<file path="config.mk">
export PLATFORM = sky130hd
export DESIGN_NAME = bitplane_pair_shifter
export DESIGN_NICKNAME = d
export VERILOG_FILES = /design/src/rtl/bp_shift_pkg.sv /design/src/rtl/bp_shift_ctrl.sv /design/src/rtl/bp_shift_dp.sv /design/src/rtl/bitplane_pair_shifter.sv
export SDC_FILE = /design/constraint.sdc
export NUM_CORES = 1
export LEC_CHECK = 0
export BUFFER_PORTS_ARGS = -buffer_cell sky130_fd_sc_hd__buf_4
export CAP_MARGIN = 20
export CORE_MARGIN = 1
export CORE_UTILIZATION = 47
export CTS_CLUSTER_SIZE = 16
export DETAILED_ROUTE_END_ITERATION = 10
export GPL_ROUTABILITY_DRIVEN = 0
export GPL_TIMING_DRIVEN = 0
export HOLD_SLACK_MARGIN = 0.02
export MAX_ROUTING_LAYER = met4
export PLACE_DENSITY = 0.78
export SETUP_SLACK_MARGIN = 0.5
export SYNTH_ARGS = -nofsm -noshare
export SYNTH_HDL_FRONTEND = slang
export SYNTH_SLANG_ARGS = --single-unit
</file>
<file path="constraint.sdc">
create_clock -name clk -period 1.8 [get_ports clk]
set_input_delay 0.09 -clock clk [delete_from_list [all_inputs] [get_ports clk]]
set_output_delay 0.09 -clock clk [all_outputs]
set_load 0.05 [all_outputs]
</file>
<file path="src/rtl/bp_shift_pkg.sv">
package bpShiftPkg;
  typedef enum logic [1:0] {
    ST_EVEN = 2'd0,
    ST_ODD  = 2'd1,
    ST_EMIT = 2'd2
  } stateT;

  typedef struct packed {
    logic takeEven;
    logic takeOdd;
    logic emit;
  } strobeT;
endpackage

</file>
<file path="src/rtl/bp_shift_ctrl.sv">
module bp_shift_ctrl
  import bpShiftPkg::*;
(
  input  logic   clk,
  input  logic   rstN,
  input  logic   pixValid,
  output logic   pixReady,
  output strobeT strb,
  output stateT  state
);
  stateT nextState;

  always_comb begin
    pixReady      = (state != ST_EMIT);
    strb.takeEven = pixValid && (state == ST_EVEN);
    strb.takeOdd  = pixValid && (state == ST_ODD);
    strb.emit     = (state == ST_EMIT);
    nextState     = state;
    case (state)
      ST_EVEN: if (pixValid) nextState = ST_ODD;
      ST_ODD:  if (pixValid) nextState = ST_EMIT;
      default: nextState = ST_EVEN;
    endcase
  end

  always_ff @(posedge clk or negedge rstN) begin
    if (!rstN) state <= ST_EVEN;
    else       state <= nextState;
  end
endmodule

</file>
<file path="src/rtl/bp_shift_dp.sv">
module bp_shift_dp
  import bpShiftPkg::*;
#(
  parameter int CHAN_W   = 8,
  parameter int NUM_CHAN = 3,
  localparam int PLANE_W = $clog2(CHAN_W),
  localparam int USED_W  = CHAN_W * NUM_CHAN
) (
  input  logic                  clk,
  input  logic                  rstN,
  input  strobeT                strb,
  input  logic [PLANE_W-1:0]    planeSel,
  input  logic [USED_W-1:0]     pixBits,
  output logic [2*NUM_CHAN-1:0] rgbOut,
  output logic                  shiftClk
);
  logic [NUM_CHAN-1:0] evenSel, oddSel, evenBits, oddBits;
  logic [PLANE_W-1:0]  planeHeld;

  for (genvar c = 0; c < NUM_CHAN; c++) begin : g_chan
    logic [CHAN_W-1:0] chan;
    assign chan       = pixBits[c*CHAN_W +: CHAN_W];
    assign evenSel[c] = chan[planeSel];
    assign oddSel[c]  = chan[planeHeld];
  end

  always_ff @(posedge clk or negedge rstN) begin
    if (!rstN) begin
      evenBits  <= '0;
      oddBits   <= '0;
      planeHeld <= '0;
      rgbOut    <= '0;
      shiftClk  <= 1'b0;
    end else begin
      if (strb.takeEven) begin
        evenBits  <= evenSel;
        planeHeld <= planeSel;
        shiftClk  <= 1'b0;
      end
      if (strb.takeOdd) begin
        oddBits  <= oddSel;
        shiftClk <= 1'b1;
      end
      if (strb.emit) rgbOut <= {oddBits, evenBits};
    end
  end
endmodule

</file>
<file path="src/rtl/bitplane_pair_shifter.sv">
module bitplane_pair_shifter
  import bpShiftPkg::*;
#(
  parameter int WORD_W   = 32,
  parameter int CHAN_W   = 8,
  parameter int NUM_CHAN = 3,
  localparam int PLANE_W = $clog2(CHAN_W),
  localparam int USED_W  = CHAN_W * NUM_CHAN
) (
  input  logic                  clk,
  input  logic                  rstN,
  input  logic [PLANE_W-1:0]    planeSel,
  input  logic                  pixValid,
  input  logic [WORD_W-1:0]     pixData,
  output logic                  pixReady,
  output logic [2*NUM_CHAN-1:0] rgbOut,
  output logic                  shiftClk
);
  strobeT strb;
  stateT  state;
  logic   unusedHi;

  assign unusedHi = ^pixData[WORD_W-1:USED_W];

  bp_shift_ctrl i_ctrl (
    .clk(clk), .rstN(rstN), .pixValid(pixValid),
    .pixReady(pixReady), .strb(strb), .state(state)
  );

  bp_shift_dp #(.CHAN_W(CHAN_W), .NUM_CHAN(NUM_CHAN)) i_dp (
    .clk(clk), .rstN(rstN), .strb(strb), .planeSel(planeSel),
    .pixBits(pixData[USED_W-1:0]), .rgbOut(rgbOut), .shiftClk(shiftClk)
  );
endmodule

</file>
==> PnR_summary.wiki <==
{| class="wikitable"
! Metric !! Value
|-
| Synth warn || 0
|-
| Number of antenna violations at the first check in global routing || 0
|-
| Area added between synthesis and finish || 37.6%
|-
| Crit Path Max Fanout || 10
|-
| Residual antenna-violating net count after detailed routing || 0
|-
| Total CTS buffers || 3
|-
| Post-Route Skew || 0.00724 ns
|-
| Min Clock Period, post-route || 1.44 ns
|-
| Signal arrival time at the worst endpoint || 1.65 ns
|-
| Vias in the first global route || 883
|-
| Dominant cell type by area after synthesis || sky130_fd_sc_hd__dfrtp_1
|-
| Via count normalized by instance count || 5.37
|-
| Flip-flop and latch count after synthesis || 18
|-
| H-tree Lvls || 1
|-
| Highest metal layer with signal wires || met4
|-
| Die area || 2510 um^2
|-
| Global-route wire length before repair || 3.68 mm
|-
| Global router's overall resource usage || 19.7%
|-
| Insertion delay of the later-clocked pin in the worst-skew pair || 0.28 ns
|-
| Required @ worst endpoint || 2.01 ns
|-
| Starting Density || 49.7%
|-
| Most frequent standard cell in the layout excluding fill and tap cells || sky130_fd_sc_hd__buf_4
|-
| Number of maximum-capacitance violations || 0
|-
| Net count after synthesis || 122
|-
| Congestion Overflow GR || 0
|-
| Per-cell routed wire length || 13.6 um
|-
| Final setup TNS || 0 ns
|-
| Startpoint kind of the worst setup timing path || register
|-
| Cell area after synthesis || 1090 um^2
|-
| Status || complete, no violations
|-
| Number of rows in the core area || 17
|-
| Maximum buffer depth of the clock tree || 2
|-
| Leading cell types by total area after synthesis || sky130_fd_sc_hd__dfrtp_1 (41%), sky130_fd_sc_hd__mux2i_1 (22%), sky130_fd_sc_hd__mux4_2 (12%)
|-
| Fraction of the cycle the final worst path needs || 80.2%
|-
| DR WL met2 || 1.09 mm
|-
| Worst-case vdd ir drop || 1.00 mV
|-
| Total via count after detailed routing || 837
|-
| CTS root buffer || sky130_fd_sc_hd__clkbuf_4
|-
| Non-filler instance count after layout || 156
|-
| RSZ-0062 raised after global routing || yes
|-
| Met1 routed wirelength after detailed routing || 918 um
|-
| Multi-input gate area || 581 um^2
|-
| Portion of synthesized cell area occupied by the leading cell type || 41.4%
|-
| Worst setup EP type || register
|-
| Maximum achievable frequency || 0.693 GHz
|-
| # nets final || 168
|-
| Clock tree from TritonCTS || done
|-
| Length of routed met3 wiring || 73 um
|-
| DRT Wirelength || 2.12 mm
|-
| Worst slew pin tran || 0.364 ns
|-
| Design Area, Final || 1500 um^2
|-
| Mapped Cells || 84
|-
| Fraction of layout cells with a size suffix above 1 || 51.6%
|-
| Cell count after placement || 148
|-
| Width of the die || 50.1 um
|-
| Mean area per synthesized cell || 13.0 um^2
|-
| Power density over the cells || 1430 nW/um^2
|-
| Setup-failing EPs final || 0
|-
| Leakage power || 0.756 nW
|-
| DRT Pass-1 Iters || 4
|-
| Port bufs || 36
|-
| Maximum number of pins on one net before global-route repair || 19
|-
| Sink count of the clock tree || 18
|-
| Hold violation total from the final report || 0
|-
| HPWL Detailed || 1.67 mm
|-
| Rel. slew slack || 75.6%
|-
| Vertical extent of the die || 50.1 um
|-
| Number of slew-limit violations in the final report || 0
|-
| Sequential-to-total area share from yosys stat || 41.4%
|-
| Dpl cell area || 1400 um^2
|-
| I/O pins || 46
|-
| Hold Slack || 0.0845 ns
|-
| Worst hold-check path type || primary input to register
|-
| Critical path class || register to register
|-
| Count of antenna diodes in the layout || 0
|-
| Most frequent cells in the layout || sky130_fd_sc_hd__buf_4 (39), sky130_fd_sc_hd__mux2i_1 (24), sky130_fd_sc_hd__dfrtp_1 (18), sky130_fd_sc_hd__mux2_2 (9), sky130_fd_sc_hd__nand2_1 (7)
|-
| Drc violations || 0
|-
| Count of fill cells added during filler insertion || 178
|-
| Clock-pin slew of the registers on the worst-case setup and hold paths || 0.10 ns
|-
| Area inside the core boundary || 2190 um^2
|-
| Synth cell types || 17
|-
| Storage cell area || 450 um^2
|-
| Starting DRC count in detailed routing || 10
|}
area by class of cell:
type | instances | area share, %
Inverter | 2 | 0.501
Timing Repair Buffer | 41 | 21.5
Clock buffer | 3 | 1.50
Sequential cell | 18 | 30.1
Buffer | 6 | 5.35
Tap cell | 28 | 2.34
Multi-Input combinational cell | 58 | 38.8
layer usage:
| metal | global-route usage, % | up-vias |
|---|---|---|
| met1 | 24.4 | 404 |
| met4 | 7.62 | 0 |
| met2 | 32.2 | 32 |
| li1 | - | 397 |
| met3 | 2.78 | 4 |
| met5 | - | - |
worst max-delay path, cell delays in order (launching register included):
cell                      delay, ns
sky130_fd_sc_hd__dfrtp_1       0.39
sky130_fd_sc_hd__buf_6         0.12
sky130_fd_sc_hd__buf_12        0.14
sky130_fd_sc_hd__mux2i_1       0.12
sky130_fd_sc_hd__mux4_2        0.48
sky130_fd_sc_hd__o21ai_2       0.12
registers in the layout, indices dropped and copies added (netlist names):
| name | flops |
|---|---|
| i_ctrl.state | 2 |
| i_dp.evenBits | 3 |
| i_dp.shiftClk | 1 |
| i_dp.rgbOut | 6 |
| i_dp.oddBits | 3 |
| i_dp.planeHeld | 3 |
cells by family (layout without fill, tap and decap cells):
group           Yosys count  after routing  share of synthesized area, %
flops                    18             18                          41.4
compound gates            7              7                          3.22
simple gates             11             11                          4.83
xor+xnor                  1              1                         0.805
mux                      39             39                          43.8
buf+inv                   8             52                          5.98
stage by stage:
step / util, % / setup WS (ns) / total power (W)
after global routing: 68.4 / 0.314 / 0.00229
after floorplan: - / 0.448 / 0.00157
after global placement: 64.0 / 0.390 / 0.00184
after detailed placement: 64.0 / 0.395 / 0.00187
final: 68.4 / 0.357 / 0.00215
after CTS: 67.1 / 0.360 / 0.00210
cell usage after synthesis:
master,instances
sky130_fd_sc_hd__mux2i_1,24
sky130_fd_sc_hd__dfrtp_1,18
sky130_fd_sc_hd__mux2_2,9
sky130_fd_sc_hd__nand2_1,7
sky130_fd_sc_hd__mux4_2,6
sky130_fd_sc_hd__o21ai_1,6
sky130_fd_sc_hd__buf_4,2
sky130_fd_sc_hd__clkbuf_1,2
sky130_fd_sc_hd__inv_1,2
sky130_fd_sc_hd__buf_12,1
sky130_fd_sc_hd__buf_8,1
sky130_fd_sc_hd__nand2b_1,1
sky130_fd_sc_hd__nand3b_1,1
sky130_fd_sc_hd__nor2_1,1
sky130_fd_sc_hd__o21ai_0,1
sky130_fd_sc_hd__or3b_1,1
sky130_fd_sc_hd__xnor2_1,1
what timing repair did:
item                                    CTS  global route
pin swaps                                 3             4
setup buffers                             3             1
hold endpoints to repair                 18             0
endpoints found under the setup margin    7             9
resized for setup                         3             7
hold buffers                              1             0
power breakdown:
group	internal, W	switching, W	leakage, nW	total (W)
logic	0.000636	0.000608	0.520	0.00124
registers	0.000592	0.000124	0.223	0.000717
clock network	0.0000775	0.000111	0.0138	0.000188
path summary, 6_finish.rpt:
check,from,to,slack (ns),depth (start not counted)
max,i_dp.planeHeld[0],i_dp.oddBits[2],0.36,5
min,pixValid,i_ctrl.state[0],0.08,3
max reg2reg,i_dp.planeHeld[0],i_dp.oddBits[2],0.36,5
min reg2reg,i_dp.evenBits[0],i_dp.evenBits[0],0.49,2
max in group asynchronous,rstN,i_dp.planeHeld[2],1.41,2
min in group asynchronous,rstN,i_dp.rgbOut[1],0.20,2
(Power assumes the default switching activity.)
